--- config.mk ---
export PLATFORM = sky130hd
export DESIGN_NAME = nand_cycle_front
export DESIGN_NICKNAME = d
export VERILOG_FILES = /design/src/rtl/nand_front_pkg.sv /design/src/rtl/nand_cyc_ctrl.sv /design/src/rtl/nand_cyc_datapath.sv /design/src/rtl/nand_cycle_front.sv
export SDC_FILE = /design/constraint.sdc
export NUM_CORES = 1
export LEC_CHECK = 0
export ABC_AREA = 1
export BUFFER_PORTS_ARGS = -buffer_cell sky130_fd_sc_hd__buf_4
export CELL_PAD_IN_SITES_DETAIL_PLACEMENT = 1
export CELL_PAD_IN_SITES_GLOBAL_PLACEMENT = 1
export CORE_MARGIN = 5
export CORE_UTILIZATION = 38
export CTS_CLUSTER_SIZE = 10
export DETAILED_ROUTE_END_ITERATION = 12
export HOLD_SLACK_MARGIN = 0.1
export PLACE_DENSITY = 0.85
export SLEW_MARGIN = 20
export SYNTH_ARGS = -nofsm -noshare
export SYNTH_HDL_FRONTEND = slang
export SYNTH_SLANG_ARGS = --single-unit
--- constraint.sdc ---
create_clock -name clk -period 2.47 [get_ports clk]
set_input_delay 0.494 -clock clk [delete_from_list [all_inputs] [get_ports clk]]
set_output_delay 0.494 -clock clk [all_outputs]
set_load 0.02 [all_outputs]
--- src/rtl/nand_front_pkg.sv ---
package nand_front_pkg;

  typedef enum logic [2:0] {
    PH_IDLE,
    PH_SETUP,
    PH_STROBE,
    PH_HOLD,
    PH_DONE
  } phase_e;

  // strobes from the sequencer to the datapath
  typedef struct packed {
    logic accept;     // request taken this edge
    logic regOp;      // access completes without bus cycles
    logic nextByte;   // advance to the next byte lane
    logic capture;    // sample read data this edge
    logic busCycle;   // a byte cycle is on the bus
    logic strobeLow;  // strobe phase
  } cycStrobe_t;

endpackage

--- src/rtl/nand_cyc_ctrl.sv ---
module nand_cyc_ctrl
  import nand_front_pkg::*;
#(
  parameter int STROBE_CLKS = 3,
  parameter int NB_W        = 3
) (
  input  logic            clk,
  input  logic            rstN,
  input  logic            hostReq,
  input  logic            goNand,
  input  logic [NB_W-1:0] numBytes,
  output cycStrobe_t      st,
  output logic            hostDone
);

  localparam int CNT_W = (STROBE_CLKS > 1) ? $clog2(STROBE_CLKS) : 1;
  localparam logic [CNT_W-1:0] CNT_LAST = CNT_W'(STROBE_CLKS - 1);

  phase_e          phase;
  logic [CNT_W-1:0] strobeCnt;
  logic [NB_W-1:0]  bytesLeft;

  always_comb begin
    st.busCycle  = (phase == PH_SETUP) || (phase == PH_STROBE) || (phase == PH_HOLD);
    st.strobeLow = (phase == PH_STROBE);
    st.accept    = (phase == PH_IDLE) && hostReq;
    st.regOp     = st.accept && !goNand;
    st.capture   = (phase == PH_STROBE) && (strobeCnt == CNT_LAST);
    st.nextByte  = (phase == PH_HOLD) && (bytesLeft != '0);
    hostDone     = (phase == PH_DONE);
  end

  always_ff @(posedge clk or negedge rstN) begin
    if (!rstN) begin
      phase     <= PH_IDLE;
      strobeCnt <= '0;
      bytesLeft <= '0;
    end else begin
      unique case (phase)
        PH_IDLE: begin
          if (hostReq) begin
            if (goNand) begin
              phase     <= PH_SETUP;
              bytesLeft <= numBytes - NB_W'(1);
            end else begin
              phase <= PH_DONE;
            end
          end
        end
        PH_SETUP: begin
          phase     <= PH_STROBE;
          strobeCnt <= '0;
        end
        PH_STROBE: begin
          if (strobeCnt == CNT_LAST) phase <= PH_HOLD;
          else strobeCnt <= strobeCnt + CNT_W'(1);
        end
        PH_HOLD: begin
          if (bytesLeft == '0) begin
            phase <= PH_DONE;
          end else begin
            bytesLeft <= bytesLeft - NB_W'(1);
            phase     <= PH_SETUP;
          end
        end
        PH_DONE: phase <= PH_IDLE;
        default: phase <= PH_IDLE;
      endcase
    end
  end

endmodule

--- src/rtl/nand_cyc_datapath.sv ---
module nand_cyc_datapath
  import nand_front_pkg::*;
#(
  parameter int          NUM_CS    = 4,
  parameter int          ADDR_W    = 16,
  parameter int          HOST_W    = 32,
  parameter int          NB_W      = 3,
  parameter int          WIN_BIT   = 15,
  parameter int          CS_LSB    = 13,
  parameter int          ALE_BIT   = 3,
  parameter int          CLE_BIT   = 4,
  parameter logic [ADDR_W-1:0] SEC_MASK = 16'h1000,
  parameter logic [7:0]  REV_MAJOR = 8'h02,
  parameter logic [7:0]  REV_MINOR = 8'h05
) (
  input  logic              clk,
  input  logic              rstN,
  input  cycStrobe_t        st,
  input  logic              hostWe,
  input  logic [1:0]        hostSize,
  input  logic [ADDR_W-1:0] hostAddr,
  input  logic [HOST_W-1:0] hostWdata,
  output logic [HOST_W-1:0] hostRdata,
  output logic              goNand,
  output logic [NB_W-1:0]   numBytes,
  output logic [NUM_CS-1:0] nandCeN,
  output logic              nandCe2N,
  output logic              nandCle,
  output logic              nandAle,
  output logic              nandWeN,
  output logic              nandReN,
  output logic [7:0]        nandDqO,
  output logic              nandDqOe,
  input  logic [7:0]        nandDqI,
  input  logic              nandWait
);

  localparam int CS_W    = (NUM_CS > 1) ? $clog2(NUM_CS) : 1;
  localparam int LANES   = HOST_W / 8;
  localparam int LANE_W  = (LANES > 1) ? $clog2(LANES) : 1;

  logic [NUM_CS-1:0] ctrlReg;
  logic [1:0]        waitSync;
  logic [ADDR_W-1:0] addrLat;
  logic              wrLat;
  logic [HOST_W-1:0] wdLat;
  logic [HOST_W-1:0] rdReg;
  logic [LANE_W-1:0] byteIdx;
  logic [HOST_W-1:0] regView;
  logic [CS_W-1:0]   csSel;
  logic [CS_W-1:0]   csLat;
  logic [1:0]        regIdx;

  // request decode
  always_comb begin
    csSel  = hostAddr[CS_LSB +: CS_W];
    regIdx = hostAddr[3:2];
    goNand = hostAddr[WIN_BIT] && ctrlReg[csSel];
    unique case (hostSize)
      2'd0:    numBytes = NB_W'(1);
      2'd1:    numBytes = NB_W'(2);
      default: numBytes = NB_W'(LANES);
    endcase
    unique case (regIdx)
      2'd0:    regView = HOST_W'(ctrlReg);
      2'd1:    regView = HOST_W'(waitSync[1]);
      2'd2:    regView = HOST_W'({REV_MAJOR, REV_MINOR});
      default: regView = '0;
    endcase
  end

  always_ff @(posedge clk or negedge rstN) begin
    if (!rstN) waitSync <= 2'b00;
    else       waitSync <= {waitSync[0], nandWait};
  end

  always_ff @(posedge clk or negedge rstN) begin
    if (!rstN) begin
      ctrlReg <= '0;
      addrLat <= '0;
      wrLat   <= 1'b0;
      wdLat   <= '0;
      rdReg   <= '0;
      byteIdx <= '0;
    end else begin
      if (st.accept) begin
        addrLat <= hostAddr;
        wrLat   <= hostWe;
        wdLat   <= hostWdata;
        byteIdx <= '0;
        rdReg   <= '0;
        if (st.regOp && !hostAddr[WIN_BIT]) begin
          if (hostWe && regIdx == 2'd0) ctrlReg <= hostWdata[NUM_CS-1:0];
          if (!hostWe) rdReg <= regView;
        end
      end
      if (st.nextByte) byteIdx <= byteIdx + LANE_W'(1);
      if (st.capture && !wrLat) rdReg[byteIdx*8 +: 8] <= nandDqI;
    end
  end

  // bus pins
  always_comb begin
    csLat     = addrLat[CS_LSB +: CS_W];
    nandCeN   = st.busCycle ? ~(NUM_CS'(1) << csLat) : '1;
    nandCe2N  = !(st.busCycle && ((addrLat & SEC_MASK) != '0));
    nandCle   = st.busCycle && addrLat[CLE_BIT];
    nandAle   = st.busCycle && addrLat[ALE_BIT] && !addrLat[CLE_BIT];
    nandWeN   = !(st.strobeLow && wrLat);
    nandReN   = !(st.strobeLow && !wrLat);
    nandDqOe  = st.busCycle && wrLat;
    nandDqO   = wdLat[byteIdx*8 +: 8];
    hostRdata = rdReg;
  end

endmodule

--- src/rtl/nand_cycle_front.sv ---
module nand_cycle_front
  import nand_front_pkg::*;
#(
  parameter int          NUM_CS      = 4,
  parameter int          ADDR_W      = 16,
  parameter int          STROBE_CLKS = 3,
  parameter logic [ADDR_W-1:0] SEC_MASK = 16'h1000,
  parameter logic [7:0]  REV_MAJOR   = 8'h02,
  parameter logic [7:0]  REV_MINOR   = 8'h05
) (
  input  logic              clk,
  input  logic              rstN,
  input  logic              hostReq,
  input  logic              hostWe,
  input  logic [1:0]        hostSize,
  input  logic [ADDR_W-1:0] hostAddr,
  input  logic [31:0]       hostWdata,
  output logic [31:0]       hostRdata,
  output logic              hostDone,
  output logic [NUM_CS-1:0] nandCeN,
  output logic              nandCe2N,
  output logic              nandCle,
  output logic              nandAle,
  output logic              nandWeN,
  output logic              nandReN,
  output logic [7:0]        nandDqO,
  output logic              nandDqOe,
  input  logic [7:0]        nandDqI,
  input  logic              nandWait
);

  localparam int HOST_W = 32;
  localparam int NB_W   = $clog2(HOST_W / 8) + 1;

  cycStrobe_t      st;
  logic            goNand;
  logic [NB_W-1:0] numBytes;

  nand_cyc_ctrl #(
    .STROBE_CLKS(STROBE_CLKS),
    .NB_W       (NB_W)
  ) i_ctrl (
    .clk     (clk),
    .rstN    (rstN),
    .hostReq (hostReq),
    .goNand  (goNand),
    .numBytes(numBytes),
    .st      (st),
    .hostDone(hostDone)
  );

  nand_cyc_datapath #(
    .NUM_CS   (NUM_CS),
    .ADDR_W   (ADDR_W),
    .HOST_W   (HOST_W),
    .NB_W     (NB_W),
    .SEC_MASK (SEC_MASK),
    .REV_MAJOR(REV_MAJOR),
    .REV_MINOR(REV_MINOR)
  ) i_dp (
    .clk      (clk),
    .rstN     (rstN),
    .st       (st),
    .hostWe   (hostWe),
    .hostSize (hostSize),
    .hostAddr (hostAddr),
    .hostWdata(hostWdata),
    .hostRdata(hostRdata),
    .goNand   (goNand),
    .numBytes (numBytes),
    .nandCeN  (nandCeN),
    .nandCe2N (nandCe2N),
    .nandCle  (nandCle),
    .nandAle  (nandAle),
    .nandWeN  (nandWeN),
    .nandReN  (nandReN),
    .nandDqO  (nandDqO),
    .nandDqOe (nandDqOe),
    .nandDqI  (nandDqI),
    .nandWait (nandWait)
  );

endmodule

==> impl_metrics.py <==
metrics = {
    "outcome": {
        "status": "finished, final reports clean",
    },
    "floorplanning": {
        "rows": 37,
        "die_area_um2": 12900,
        "initial_core_util": 0.393,
        "coreArea_um2": 10400,
        "fp.dieW_um": 114,
        "die_h_um": 114,
        "ioPinCount": 114,
    },
    "yosys": {
        "synth-edff-count": 0,
        "yosysTopAreaCell": "dfrtp_1",
        "synth_seq_cells": 86,
        "yosysSeqAreaShare": 0.526,
        "netlist_area_um2": 4090,
        "synth_cell_types": 29,
        "avgSynthCellArea_um2": 8.14,
        "synth_fp_nets": 573,
        "async_flop_share": 1.00,
        "yosysWarnings": 0,
        "synthTopCellsByArea": "dfrtp_1, nand2_1, o21ai_0",
        "synth_top_area_share": 0.526,
        "syn_inst": 503,
        "synthFlopType": "dfrtp_1",
    },
    "drt": {
        "drt_iter0_markers": 138,
        "wl_um": 11900,
        "route.detailed.drc": 0,
        "vias": 3723,
        "ant_nets": 0,
        "avgViaCountPerCell": 4.99,
        "routedWlPerCell_um": 16.0,
        "first_pass_iters": 4,
    },
    "power_and_ir_drop": {
        "combPwrFrac": 0.405,
        "leakagePower_nw": 2.66,
        "powerDensity_nw_per_um2": 1000,
        "seqPwrFrac": 0.404,
        "swShare": 0.418,
        "p_sw_mw": 2.18,
        "p_clk_frac": 0.191,
        "total_power_mw": 5.23,
        "internal-power_mw": 3.04,
        "ir_drop_mv": 0.624,
    },
    "critical_path": {
        "worst_path_max_delay_cell": "dfrtp_1",
        "worst_setup_path_start_kind": "flip-flop",
        "critPathTopFamily": "flip-flops",
        "cp.depth": 4,
        "cp.required_ns": 1.98,
        "crit_arrival_ns": 1.83,
        "cp_max_fo": 12,
        "crit_path_end_kind": "primary output",
        "reg2reg_depth": 6,
        "max_stage_delay_ns": 0.58,
        "critPathKind": "reg2out",
        "crit_chain": "clkinvlp_4 -> o21ai_0 -> o22ai_1 -> buf_4",
        "rrSetupSlack_ns": 0.31,
        "cp.buffers_inverters": 2,
    },
    "timing": {
        "clock.fmax_mhz": 430,
        "fin_crit_sh": 0.942,
        "relSlewSlack": 0.607,
        "finalSetupViolCount": 0,
        "worst_pin_slew_ns": 0.589,
        "hold_viol": 0,
        "maxSlewViolCount": 0,
        "skew_ns": 0.0126,
        "period_minus_slack_ns": 2.33,
        "holdWs_ns": 0.134,
        "setup_ws_ns": 0.143,
    },
    "clock_network": {
        "worstSkewPairLatency_ns": 0.36,
        "numCtsBuffers": 9,
        "cts_tree": "done",
        "clockBufferDepth": 2,
        "cts_num_sinks": 86,
        "cts.clk_slew.worst_paths_ns": 0.09,
        "htreeDepth": 3,
        "root_buffer": "clkbuf_8",
    },
    "run": {
        "max_cap_viol_count": 0,
    },
    "placement": {
        "place_ws_ns": 0.235,
        "hpwl_um": 8970,
        "dpl_cell_area_um2": 5010,
        "io_buffers": 104,
        "gp_congestion": 0.791,
    },
    "layout": {
        "fill_cells": 1307,
        "synthToLayoutAreaGrowth_pct": 27.3,
        "design_area_um2": 5210,
        "fin_util": 0.500,
        "fin_nets": 676,
        "final_layout_size_suffix_gt1_frac": 0.234,
        "n_antenna_cell": 0,
    },
    "global_route": {
        "grt_pass1_vias": 4075,
        "overflow": 0,
        "grt_max_degree": 46,
        "grt_usage": 0.188,
        "antenna_found_initial": 0,
        "grt_first_pass_wirelength_um": 19600,
    },
    "worst_hold_path": {
        "hp-class": "in2async",
    },
}
## synth_stat cells, types with 2 or more instances
cell type,count
o21ai_0,50
nand2_2,2
nor3_1,4
inv_2,2
nor2_1,35
or2_2,2
nor2_4,3
o21ai_1,13
inv_1,47
dfrtp_1,86
o22ai_1,18
ha_1,7
buf_2,9
o21ai_2,2
nand3_1,38
buf_6,3
nand2_1,164
clkbuf_1,5
a21oi_1,3
## stage by stage
step / std cells / TNS, ns
2_1_floorplan: 503 / 0
3_3_place_gp: 731 / 0
3_5_place_dp: 731 / 0
4_1_cts: 746 / 0
5_1_grt: 746 / -0.00227
6_report: 746 / 0
## cell type report
| class | count | area, µm² | share of cell area |
|---|---|---|---|
| Inverter | 50 | 195 | 0.0375 |
| Timing Repair Buffer | 110 | 851 | 0.163 |
| Tap cell | 136 | 170 | 0.0327 |
| Clock buffer | 9 | 124 | 0.0238 |
| Sequential cell | 86 | 2150 | 0.413 |
| Clock inverter | 6 | 70.1 | 0.0134 |
| Multi-Input combinational cell | 349 | 1650 | 0.316 |
## cell families (layout without fill, tap and decap cells)
kind of cell    count (synthesis)  after routing  share of synthesized area
compound gates                 88             88                      0.116
fa+ha+maj                       7              7                     0.0214
buf+inv                        68            175                     0.0715
flops                          86             86                      0.526
simple gates                  254            254                      0.265
## worst register-to-register path, cell delays in order (launching register included)
cell,delay [ns]
dfrtp_1,0.58
clkinvlp_4,0.36
ha_1,0.40
inv_1,0.11
nor2_1,0.40
nand2_1,0.14
o21ai_2,0.12
## routing by layer
layer / routed length [µm] / up-vias / track usage
li1: - / 1823 / -
met1: 5260 / 1780 / 0.244
met2: 5690 / 105 / 0.317
met3: 779 / 15 / 0.0419
met4: 192 / 0 / 0.0530
met5: 0 / - / 0
## sequential cells by signal, summed over array words and instances, names as in the netlist
register	count
i_dp.hostRdata	32
i_dp.wdLat	32
i_dp.addrLat	5
i_dp.ctrlReg	4
i_ctrl.bytesLeft	3
i_ctrl.phase	3
i_ctrl.strobeCnt	2
i_dp.byteIdx	2
i_dp.waitSync	2
i_dp.wrLat	1
## path summary, 6_finish.rpt
kind / from / endpoint
max: i_dp.byteIdx[1] / nandDqO[2]
min: rstN / i_dp.addrLat[13]
max reg2reg: i_dp.byteIdx[1] / i_dp.hostRdata[23]
min reg2reg: i_dp.waitSync[0] / i_dp.waitSync[1]
max in group asynchronous: rstN / i_dp.wdLat[3]
min in group clk: nandWait / i_dp.waitSync[0]
## power by group through the flow
stage,clock network (mW),logic [mW],registers (mW)
detailed placement,0,2.13,2.14
CTS,1.01,2.14,2.12
global placement,0,2.03,2.11
floorplan,0,1.32,2.11
finish,0.997,2.12,2.11
global route,1.07,2.38,2.17
## layout by cell type, fill, tap and decap left out
cell and instances:
o21ai_1 13, nand2_2 2, nand4_1 1, or2_2 2
nor2_2 1, nand2_1 164, buf_12 2, o21ai_0 50
nor3_1 4, ha_1 7, o22ai_1 18, a31oi_1 1
clkbuf_8 9, a21oi_1 3, nor2_4 3, inv_6 2
nand3_1 38, nand3_4 1, o21ai_2 2, nor2_1 35
inv_1 46, nand2_4 1, bufinv_16 1, o211ai_1 1
dfrtp_1 86, nand4_2 1, clkinvlp_4 5, nor3_4 1
buf_4 108, inv_2 2
## timing repair
action                     4_1_cts  5_1_grt
buffers inserted                 0        0
setup endpoints to repair        0       11
hold buffers                     0        0
gates resized for setup          0        2
hold endpoints to repair         0        0
Power figures use the tool's default switching activity.
